--- src/rtl/ar_pkg.sv ---
package ar_pkg;

    localparam int DW   = 8;
    localparam int AW   = 2 * DW;
    localparam int MW   = 4;

    typedef enum logic [MW-1:0] {
        AM_IMP  = 4'd0,
        AM_ACC  = 4'd1,
        AM_IMM  = 4'd2,
        AM_ZP   = 4'd3,
        AM_ZPX  = 4'd4,
        AM_ZPY  = 4'd5,
        AM_ABS  = 4'd6,
        AM_ABSX = 4'd7,
        AM_ABSY = 4'd8,
        AM_INDX = 4'd9,
        AM_INDY = 4'd10,
        AM_IND  = 4'd11,
        AM_REL  = 4'd12
    } am_e;

    typedef enum logic [2:0] {
        S_IDLE,
        S_OPND_LO,
        S_OPND_HI,
        S_PTR_LO,
        S_PTR_HI,
        S_FINISH
    } st_e;

endpackage

--- src/rtl/ar_mode_info.sv ---
module ar_mode_info
    import ar_pkg::*;
(
    input  logic [MW-1:0] mode,
    output logic [1:0]    n_oper,
    output logic          fetches
);

    always_comb begin
        n_oper  = 2'd0;
        fetches = 1'b0;
        case (mode)
            AM_IMM: begin
                n_oper  = 2'd1;
            end
            AM_ZP, AM_ZPX, AM_ZPY, AM_INDX, AM_INDY, AM_REL: begin
                n_oper  = 2'd1;
                fetches = 1'b1;
            end
            AM_ABS, AM_ABSX, AM_ABSY, AM_IND: begin
                n_oper  = 2'd2;
                fetches = 1'b1;
            end
            default: begin
                n_oper  = 2'd0;
                fetches = 1'b0;
            end
        endcase
    end

endmodule

--- src/rtl/ar_step.sv ---
module ar_step
    import ar_pkg::*;
(
    input  st_e           state,
    input  logic          start,
    input  logic          start_fetches,
    input  logic [MW-1:0] mode_q,
    output st_e           nxt
);

    always_comb begin
        nxt = state;
        unique case (state)
            S_IDLE: begin
                if (start)
                    nxt = start_fetches ? S_OPND_LO : S_FINISH;
            end
            S_OPND_LO: begin
                case (mode_q)
                    AM_ABS, AM_ABSX, AM_ABSY, AM_IND: nxt = S_OPND_HI;
                    AM_INDX, AM_INDY:                 nxt = S_PTR_LO;
                    default:                          nxt = S_FINISH;
                endcase
            end
            S_OPND_HI: begin
                nxt = (mode_q == AM_IND) ? S_PTR_LO : S_FINISH;
            end
            S_PTR_LO:  nxt = S_PTR_HI;
            S_PTR_HI:  nxt = S_FINISH;
            S_FINISH:  nxt = S_IDLE;
        endcase
    end

endmodule

--- src/rtl/ar_calc.sv ---
module ar_calc
    import ar_pkg::*;
#(
    parameter bit JMP_PTR_PAGE_WRAP = 1'b0
) (
    input  logic [MW-1:0] mode_q,
    input  logic [AW-1:0] pc_q,
    input  logic [DW-1:0] x_q,
    input  logic [DW-1:0] y_q,
    input  logic [DW-1:0] lo_q,
    input  logic [DW-1:0] hi_q,
    input  logic [DW-1:0] plo_q,
    input  logic [DW-1:0] rd_data,
    output logic [AW-1:0] short_ea,
    output logic [AW-1:0] abs_ea,
    output logic [AW-1:0] ptr1_addr,
    output logic [AW-1:0] ptr2_addr,
    output logic [AW-1:0] ind_ea
);

    localparam logic [DW-1:0] PAGE0 = '0;

    logic [DW-1:0] idx;
    logic [DW-1:0] zp_sum;
    logic [AW-1:0] rel_off;
    logic [AW-1:0] ptr_base;
    logic [DW-1:0] zp_base_inc;
    logic [AW-1:0] jmp_ptr_inc;

    always_comb begin
        case (mode_q)
            AM_ZPX, AM_ABSX, AM_INDX: idx = x_q;
            AM_ZPY, AM_ABSY, AM_INDY: idx = y_q;
            default:                  idx = '0;
        endcase
    end

    assign zp_sum  = rd_data + idx;
    assign rel_off = {{DW{rd_data[DW-1]}}, rd_data};

    always_comb begin
        case (mode_q)
            AM_REL:         short_ea = pc_q + AW'(1) + rel_off;
            AM_ZPX, AM_ZPY: short_ea = {PAGE0, zp_sum};
            default:        short_ea = {PAGE0, rd_data};
        endcase
    end

    always_comb begin
        case (mode_q)
            AM_ABSX, AM_ABSY: abs_ea = {rd_data, lo_q} + {PAGE0, idx};
            default:          abs_ea = {rd_data, lo_q};
        endcase
    end

    always_comb begin
        case (mode_q)
            AM_INDX: ptr1_addr = {PAGE0, zp_sum};
            AM_IND:  ptr1_addr = {rd_data, lo_q};
            default: ptr1_addr = {PAGE0, rd_data};
        endcase
    end

    always_comb begin
        case (mode_q)
            AM_INDX: ptr_base = {PAGE0, lo_q + x_q};
            AM_IND:  ptr_base = {hi_q, lo_q};
            default: ptr_base = {PAGE0, lo_q};
        endcase
    end

    assign zp_base_inc = ptr_base[DW-1:0] + DW'(1);

    generate
        if (JMP_PTR_PAGE_WRAP) begin : g_jmp_wrap
            assign jmp_ptr_inc = {ptr_base[AW-1:DW], zp_base_inc};
        end else begin : g_jmp_carry
            assign jmp_ptr_inc = ptr_base + AW'(1);
        end
    endgenerate

    assign ptr2_addr = (mode_q == AM_IND) ? jmp_ptr_inc : {PAGE0, zp_base_inc};

    assign ind_ea = {rd_data, plo_q} + ((mode_q == AM_INDY) ? {PAGE0, y_q} : AW'(0));

endmodule

--- src/rtl/addr_resolver.sv ---
module addr_resolver
    import ar_pkg::*;
#(
    parameter bit JMP_PTR_PAGE_WRAP = 1'b0
) (
    input  logic          clk,
    input  logic          rst_n,
    input  logic          start,
    input  logic [MW-1:0] mode,
    input  logic [AW-1:0] pc_in,
    input  logic [DW-1:0] x_idx,
    input  logic [DW-1:0] y_idx,
    output logic          mem_rd,
    output logic [AW-1:0] mem_addr,
    input  logic [DW-1:0] mem_data,
    output logic          done,
    output logic [AW-1:0] ea,
    output logic [AW-1:0] pc_next
);

    st_e           state;
    st_e           nxt;
    logic [MW-1:0] mode_q;
    logic [AW-1:0] pc_q;
    logic [DW-1:0] x_q, y_q, lo_q, hi_q, plo_q;
    logic [AW-1:0] ea_q;

    logic [1:0]    in_n_oper, q_n_oper;
    logic          in_fetches, q_fetches;
    logic [AW-1:0] short_ea, abs_ea, ptr1_addr, ptr2_addr, ind_ea;

    ar_mode_info u_info_in (
        .mode    (mode),
        .n_oper  (in_n_oper),
        .fetches (in_fetches)
    );

    ar_mode_info u_info_q (
        .mode    (mode_q),
        .n_oper  (q_n_oper),
        .fetches (q_fetches)
    );

    ar_step u_step (
        .state         (state),
        .start         (start),
        .start_fetches (in_fetches),
        .mode_q        (mode_q),
        .nxt           (nxt)
    );

    ar_calc #(
        .JMP_PTR_PAGE_WRAP (JMP_PTR_PAGE_WRAP)
    ) u_calc (
        .mode_q    (mode_q),
        .pc_q      (pc_q),
        .x_q       (x_q),
        .y_q       (y_q),
        .lo_q      (lo_q),
        .hi_q      (hi_q),
        .plo_q     (plo_q),
        .rd_data   (mem_data),
        .short_ea  (short_ea),
        .abs_ea    (abs_ea),
        .ptr1_addr (ptr1_addr),
        .ptr2_addr (ptr2_addr),
        .ind_ea    (ind_ea)
    );

    // state register
    always_ff @(posedge clk or negedge rst_n) begin
        if (!rst_n)
            state <= S_IDLE;
        else
            state <= nxt;
    end

    // captured request and fetched bytes
    always_ff @(posedge clk or negedge rst_n) begin
        if (!rst_n) begin
            mode_q <= '0;
            pc_q   <= '0;
            x_q    <= '0;
            y_q    <= '0;
            lo_q   <= '0;
            hi_q   <= '0;
            plo_q  <= '0;
            ea_q   <= '0;
        end else begin
            unique case (state)
                S_IDLE: begin
                    if (start) begin
                        mode_q <= mode;
                        pc_q   <= pc_in;
                        x_q    <= x_idx;
                        y_q    <= y_idx;
                        ea_q   <= (mode == AM_IMM) ? pc_in : '0;
                    end
                end
                S_OPND_LO: begin
                    lo_q <= mem_data;
                    ea_q <= short_ea;
                end
                S_OPND_HI: begin
                    hi_q <= mem_data;
                    ea_q <= abs_ea;
                end
                S_PTR_LO: begin
                    plo_q <= mem_data;
                end
                S_PTR_HI: begin
                    ea_q <= ind_ea;
                end
                S_FINISH: begin
                    ea_q <= ea_q;
                end
            endcase
        end
    end

    // outputs
    always_comb begin
        mem_rd   = 1'b0;
        mem_addr = '0;
        done     = 1'b0;
        unique case (state)
            S_IDLE: begin
                if (start && in_fetches) begin
                    mem_rd   = 1'b1;
                    mem_addr = pc_in;
                end
            end
            S_OPND_LO: begin
                case (mode_q)
                    AM_ABS, AM_ABSX, AM_ABSY, AM_IND: begin
                        mem_rd   = 1'b1;
                        mem_addr = pc_q + AW'(1);
                    end
                    AM_INDX, AM_INDY: begin
                        mem_rd   = 1'b1;
                        mem_addr = ptr1_addr;
                    end
                    default: ;
                endcase
            end
            S_OPND_HI: begin
                if (mode_q == AM_IND) begin
                    mem_rd   = 1'b1;
                    mem_addr = ptr1_addr;
                end
            end
            S_PTR_LO: begin
                mem_rd   = 1'b1;
                mem_addr = ptr2_addr;
            end
            S_PTR_HI: ;
            S_FINISH: done = 1'b1;
        endcase
    end

    assign ea      = ea_q;
    assign pc_next = pc_q + AW'(q_n_oper);

    logic unused_ok;
    assign unused_ok = &{1'b0, in_n_oper, q_fetches};

endmodule

--- config.mk ---
export PLATFORM = sky130hd
export DESIGN_NAME = addr_resolver
export DESIGN_NICKNAME = d
export VERILOG_FILES = /design/src/rtl/ar_pkg.sv /design/src/rtl/ar_mode_info.sv /design/src/rtl/ar_step.sv /design/src/rtl/ar_calc.sv /design/src/rtl/addr_resolver.sv
export SDC_FILE = /design/constraint.sdc
export NUM_CORES = 1
export LEC_CHECK = 0
export BUFFER_PORTS_ARGS = -buffer_cell sky130_fd_sc_hd__buf_2
export CAP_MARGIN = 20
export CORE_ASPECT_RATIO = 0.6
export CORE_UTILIZATION = 55
export CTS_CLUSTER_DIAMETER = 60
export DETAILED_ROUTE_END_ITERATION = 7
export PLACE_DENSITY = 0.76
export SLEW_MARGIN = 10
export SYNTH_ARGS = -nofsm -noshare
export SYNTH_HDL_FRONTEND = slang
export SYNTH_SLANG_ARGS = --single-unit
export TNS_END_PERCENT = 100
--- constraint.sdc ---
create_clock -name clk -period 4.3 [get_ports clk]
set_clock_uncertainty 0.2 [all_clocks]
set_input_delay 0.43 -clock clk [delete_from_list [all_inputs] [get_ports clk]]
set_output_delay 0.43 -clock clk [all_outputs]
set_load 0.03 [all_outputs]
; ---- After elaboration in Yosys (flattened, before gate mapping)
; Index checks and enable logic that the tools add are counted.
[op_classes]
n_addsub = 9
eq_ne = 28
n_mux = 26
reduce_logical = 14
[ops]
columns = cell, count
row1 = $pmux 16 s2, 4
row2 = $pmux 16 s4, 2
row3 = $mux 16, 6
row4 = $eq 4x4->1 const B, 10
row5 = $add 16x1->16 const B, 2
row6 = $add 16x16->16, 2
row7 = $eq 4x3->1 const B, 8
row8 = $pmux 3 s6, 1
row9 = $add 16x2->16, 1
row10 = $add 16x8->16, 1
row11 = $add 8x8->8, 2
row12 = $eq 4x2->1 const B, 4
row13 = $pmux 8 s2, 1
row14 = $reduce_or 10->1, 1
row15 = $mux 3, 3
row16 = $add 8x1->8 const B, 1
row17 = $mux 8, 1
row18 = $reduce_or 7->1, 1
row19 = $eq 3x2->1 const B, 2
row20 = $eq 3x3->1 const B, 2
row21 = $pmux 3 s2, 1
row22 = $reduce_or 2->1, 3
row23 = $reduce_or 3->1, 2
row24 = $reduce_or 6->1, 1
row25 = 10 further kinds, 15
[totals]
register_bits = 79
out_inout_bits = 50

; ---- Logic depth before layout (Yosys ltp)
[depth]
ltp_word = 7
mapped_depth = 16
mapped_depth_nobuf = 14

; ---- Modules after synthesis
; Synthesis repeated with hierarchy kept, for this count alone.
[hier_totals]
cells_unflattened = 945
hier_area_um2 = 8245.4
[by_module_without_submodules]
columns = mod, n_inst, cells_each, area_each_um2
row1 = addr_resolver, 1, 376, 4304.1
row2 = ar_calc, 1, 522, 3604.7
row3 = ar_step, 1, 27, 193.9
row4 = ar_mode_info, 2, 10, 71.3

; ---- Worst setup path before layout
; Ideal clock, no wire load.
[synth_timing]
kind = reg2out
startpoint = register mode_q[1]
endpoint = output port mem_addr[4]
arrival_time_ns = 3.693
path_slack_ns = -0.023
path_stages_with_launch = 17
n_path_buf = 4
cell_sequence = dfrtp_1 buf_2 buf_2 buf_1 clkbuf_1 nor2_1 a21oi_1 a21oi_1 ha_1 ha_1 a31o_2 maj3_1 maj3_2 xnor3_1 o21ai_0 o21ai_1 a21oi_1
[synth_via]
elab_chain_len = 7
[synth_lines]
columns = element, line_no
row1 = start: declaration, addr_resolver.sv:23  ; logic [MW-1:0] mode_q;
row2 = start signal: assignment, addr_resolver.sv:93  ; mode_q <= mode;
row3 = $eq 4x3->1 (tied with other cells), ar_calc.sv:31  ; case (mode_q)
row4 = $reduce_or 3->1, ar_calc.sv:31
row5 = $pmux 8 s2, ar_calc.sv:31
row6 = $add 8x8->8, ar_calc.sv:38  ; assign zp_sum = rd_data + idx;
row7 = $pmux 16 s2, ar_calc.sv:57  ; case (mode_q)
row8 = $pmux 16 s2 or $mux 16 (tied branches), "addr_resolver.sv:134, addr_resolver.sv:147"
row9 = $pmux 16 s4 (*), addr_resolver.sv:126  ; unique case (state)
row10 = end: declaration, addr_resolver.sv:14  ; output logic [AW-1:0] mem_addr,
; Every way passes the cells marked *; elsewhere a longest branch is shown, timed or not.

; ---- Worst setup path in the final report
[layout_timing]
startpoint = register mode_q[2]
endpoint = output port mem_addr[6]
; The elaborated chain is that of the path after synthesis.

==> results.sh <==
export IMPL_status="completed"
export IMPL_path_buf_inv=1
export IMPL_pin_count=97
export IMPL_routed_top_layer="met4"
export IMPL_rsz0062_at_grt="yes"
export IMPL_grt_pass1_wl_um=43700
export IMPL_cp_required_ns=3.67
export IMPL_p_switching_mw=4.86
export IMPL_cts_tree="yes"
export IMPL_grt_util_all_layers_pct=39.5
export IMPL_die_x_um=158
export IMPL_gp_congestion=1.01
export IMPL_synth_async_reset_ratio_pct=100
export IMPL_crit_start="mode_q[2]$_DFFE_PN0P_"
export IMPL_layout_drive_gt1_share_pct=21.7
export IMPL_vias=8453
export IMPL_ys_seq_elements=79
export IMPL_cpMostUsedCell="maj3_2"
export IMPL_synth_warnings=0
export IMPL_dr_wl_met2_um=10700
export IMPL_wl_per_cell_um=22.9
export IMPL_regToRegStartpoint="mode_q[3]$_DFFE_PN0P_"
export IMPL_numPortBuffers=96
export IMPL_final_util_pct=66.6
export IMPL_p_sw_share_pct=54.1
export IMPL_hold_viol_final=0
export IMPL_finalPower_mw=8.99
export IMPL_syn_nets=1092
export IMPL_p_int_mw=4.13
export IMPL_cts_buffers=9
export IMPL_overflow=0
export IMPL_cpMaxStageDelayCell="or4bb_1"
export IMPL_core_rowCount=33
export IMPL_grt_max_degree=52
export IMPL_area_delta_synth_final_pct=15.5
export IMPL_critical_path_top_delay_family="simple AND/OR/NAND/NOR gates"
export IMPL_grt_pass1_vias=7287
export IMPL_max_clock_path_buffers=2
export IMPL_wl_um=29300
export IMPL_layout_commonest_cell="nand2_1"
export IMPL_clock_sinks=79
export IMPL_fin_cells=1280
export IMPL_detail_route_antenna_nets=0
export IMPL_max_slew_margin_pct=45.6
export IMPL_synth_compound_gate_area_share_pct=23.8
export IMPL_hpwl_um=22000
export IMPL_finalSetupTns_ns=0
export IMPL_slew_viol_final=0
export IMPL_synth_area_mux_share_pct=6.39
export IMPL_firstDrtPassIters=8
export IMPL_syn_area_per_cell_um2=8.08
export IMPL_syn_inst=996
export IMPL_htree_levels=3
export IMPL_wl_met3_um=5040
export IMPL_antenna_cells=0
export IMPL_syn_area_mm2=0.00805
export IMPL_path_clk_slew_ns=0.08
export IMPL_synth_adder_area_share_pct=8.57
export IMPL_setup_violations=0
export IMPL_fmax_ghz=0.236
export IMPL_insertion_delay_ns=0.36
export IMPL_synthSimpleGateAreaFrac_pct=22.4
export IMPL_nets=1179
export IMPL_ys_types=86
export IMPL_irDropWorstVdd_uv=425
export IMPL_met1_length_um=12900
export IMPL_path_max_fanout=8
export IMPL_synth_top_family_by_area="compound AO/OA/AOI/OAI gates"
export IMPL_antenna_found_initial=0
export IMPL_path_cells="or4bb_1, nand4_2, and2_4, xnor2_1, ha_2, a31o_4, maj3_2, maj3_2, o211ai_1, a21boi_1, nor3b_2, o221a_1, buf_6"
export IMPL_start_kind="flop"
export IMPL_drc=0
export IMPL_core_area_mm2=0.0140
export IMPL_clockPowerShare_pct=9.2
export IMPL_worstMarginPinSlew_ns=0.811
export IMPL_fill_cells=1244
export IMPL_hp_start="y_idx[7]"
export IMPL_pwr_share_seq_pct=19.1
export IMPL_drv_cap=0
export IMPL_clock_root_buffer="clkbuf_16"
export IMPL_hold_class="primary input to flop"
export IMPL_p_comb_share_pct=71.7
export IMPL_power_density_mw_per_mm2=967
export IMPL_fin_crit_sh_pct=98.7
export IMPL_dr_first_iter_drc_count=1390
export IMPL_yosysSeqAreaShare_pct=24.6
export IMPL_period_needed_ns=4.24
export IMPL_final_cell_mix="nand2_1 (122), buf_2 (91), dfrtp_1 (75)"
export IMPL_via_per_inst=6.60
export IMPL_dieArea_mm2=0.0151
export IMPL_crit_arrival_ns=3.61
export IMPL_slowest_delay_ns=0.53
export IMPL_die_y_um=95.7
export IMPL_synth_xor_area_share_pct=9.53
export IMPL_initial_utilization_pct=57.7
export IMPL_crit_path_end_kind="output port"
export IMPL_synth_flop_cell="dfrtp_1"
export IMPL_p_leak_nw=4.04
export IMPL_synth_edf_count=0
export IMPL_dp_cells=1258
export IMPL_critPathKind="flop to output port"
## per-stage QoR
step	setup slack [ns]	hold WS, ns	area, um2
finish	0.0557	0.0997	9300
global route	-0.0745	0.0980	9300
CTS	0.00103	0.0942	9180
detailed placement	0.253	0.273	8820
global placement	0.269	0.271	8820
floorplan	0.0897	-0.0656	8050
## cells by family (layout without fill, tap and decap cells)
family | count (synthesis) | after routing
AO/OA/AOI/OAI | 276 | 276
XOR/XNOR | 86 | 86
adder cells (fa/ha/maj) | 53 | 53
buffers and inverters | 96 | 188
flip-flops | 79 | 79
multiplexers | 47 | 47
AND/OR/NAND/NOR | 359 | 359
## synth_stat cells, drive strengths merged (27+ instances only)
cell type | n | area share (%)
nand2 | 122 | 5.7
a21oi | 53 | 3.3
clkbuf | 53 | 2.5
o21ai | 61 | 3.8
dfrtp | 79 | 25
nand3 | 35 | 2.2
xnor2 | 54 | 5.9
mux2 | 35 | 4.9
nor2 | 74 | 3.5
inv | 27 | 1.3
ha | 45 | 7.0
xor2 | 31 | 3.4
## worst register-to-register path, cell delays in order, from the launching register on
cell      delay [ns]
dfrtp_2         0.44
buf_4           0.16
buf_4           0.17
nand2b_1        0.09
nor3b_1         0.05
buf_4           0.17
and2_1          0.17
ha_1            0.21
fa_1            0.42
a21o_1          0.22
a211oi_1        0.29
o21ai_0         0.15
nand4_1         0.13
xnor2_1         0.07
a221oi_1        0.28
o21ai_1         0.17
or3b_1          0.37
nor3b_2         0.15
## routing by layer
layer	track usage, %	vias up
met5	0	-
met4	8.57	0
met3	16.4	50
met2	49.6	587
met1	60.2	3961
li1	-	3855
## power by group through the flow
stage | Clock, mW | Combinational, mW | Sequential, mW
2_1_floorplan | 0 | 4.44 | 1.56
3_3_place_gp | 0 | 5.97 | 1.68
3_5_place_dp | 0 | 6.02 | 1.69
4_1_cts | 0.835 | 6.12 | 1.67
5_1_grt | 0.863 | 6.95 | 1.75
6_report | 0.826 | 6.45 | 1.72
## flip-flops by register name, summed over array words and instances (netlist names)
signal,count
x_q,8
state,3
mode_q,4
plo_q,8
y_q,8
hi_q,8
ea,16
lo_q,8
pc_q,16
## final cells by class
class                      count  area, um2  share of cell area [%]
tap                          192        240                    2.58
multi-input combinational    821       5800                    62.4
sequential                    79       1980                    21.3
clock inverter                 7       80.1                   0.861
timing repair buffer         145        867                    9.33
clock buffer                   9        225                    2.42
inverter                      27        101                    1.09
## what timing repair did
item / CTS / global route
endpoints found under the setup margin: 5 / 13
pin swaps: 1 / 12
hold endpoints to repair: 50 / 0
buffers inserted: 2 / 2
hold buffers: 1 / 0
resized for setup: 11 / 27
## final timing paths
kind | to | slack (ns) | depth (start not counted)
worst min register to register | plo_q[6]$_DFFE_PN0N_ | 0.29 | 2
worst min-delay path | y_q[7]$_DFFE_PN0P_ | 0.1 | 2
worst max register to register | ea[10]$_DFFE_PN0P_ | 0.26 | 17
worst max-delay path | mem_addr[6] | 0.06 | 13
min in group asynchronous | x_q[5]$_DFFE_PN0P_ | 0.45 | 2
max in group asynchronous | pc_q[15]$_DFFE_PN0P_ | 2.59 | 3
(Power assumes the default switching activity.)
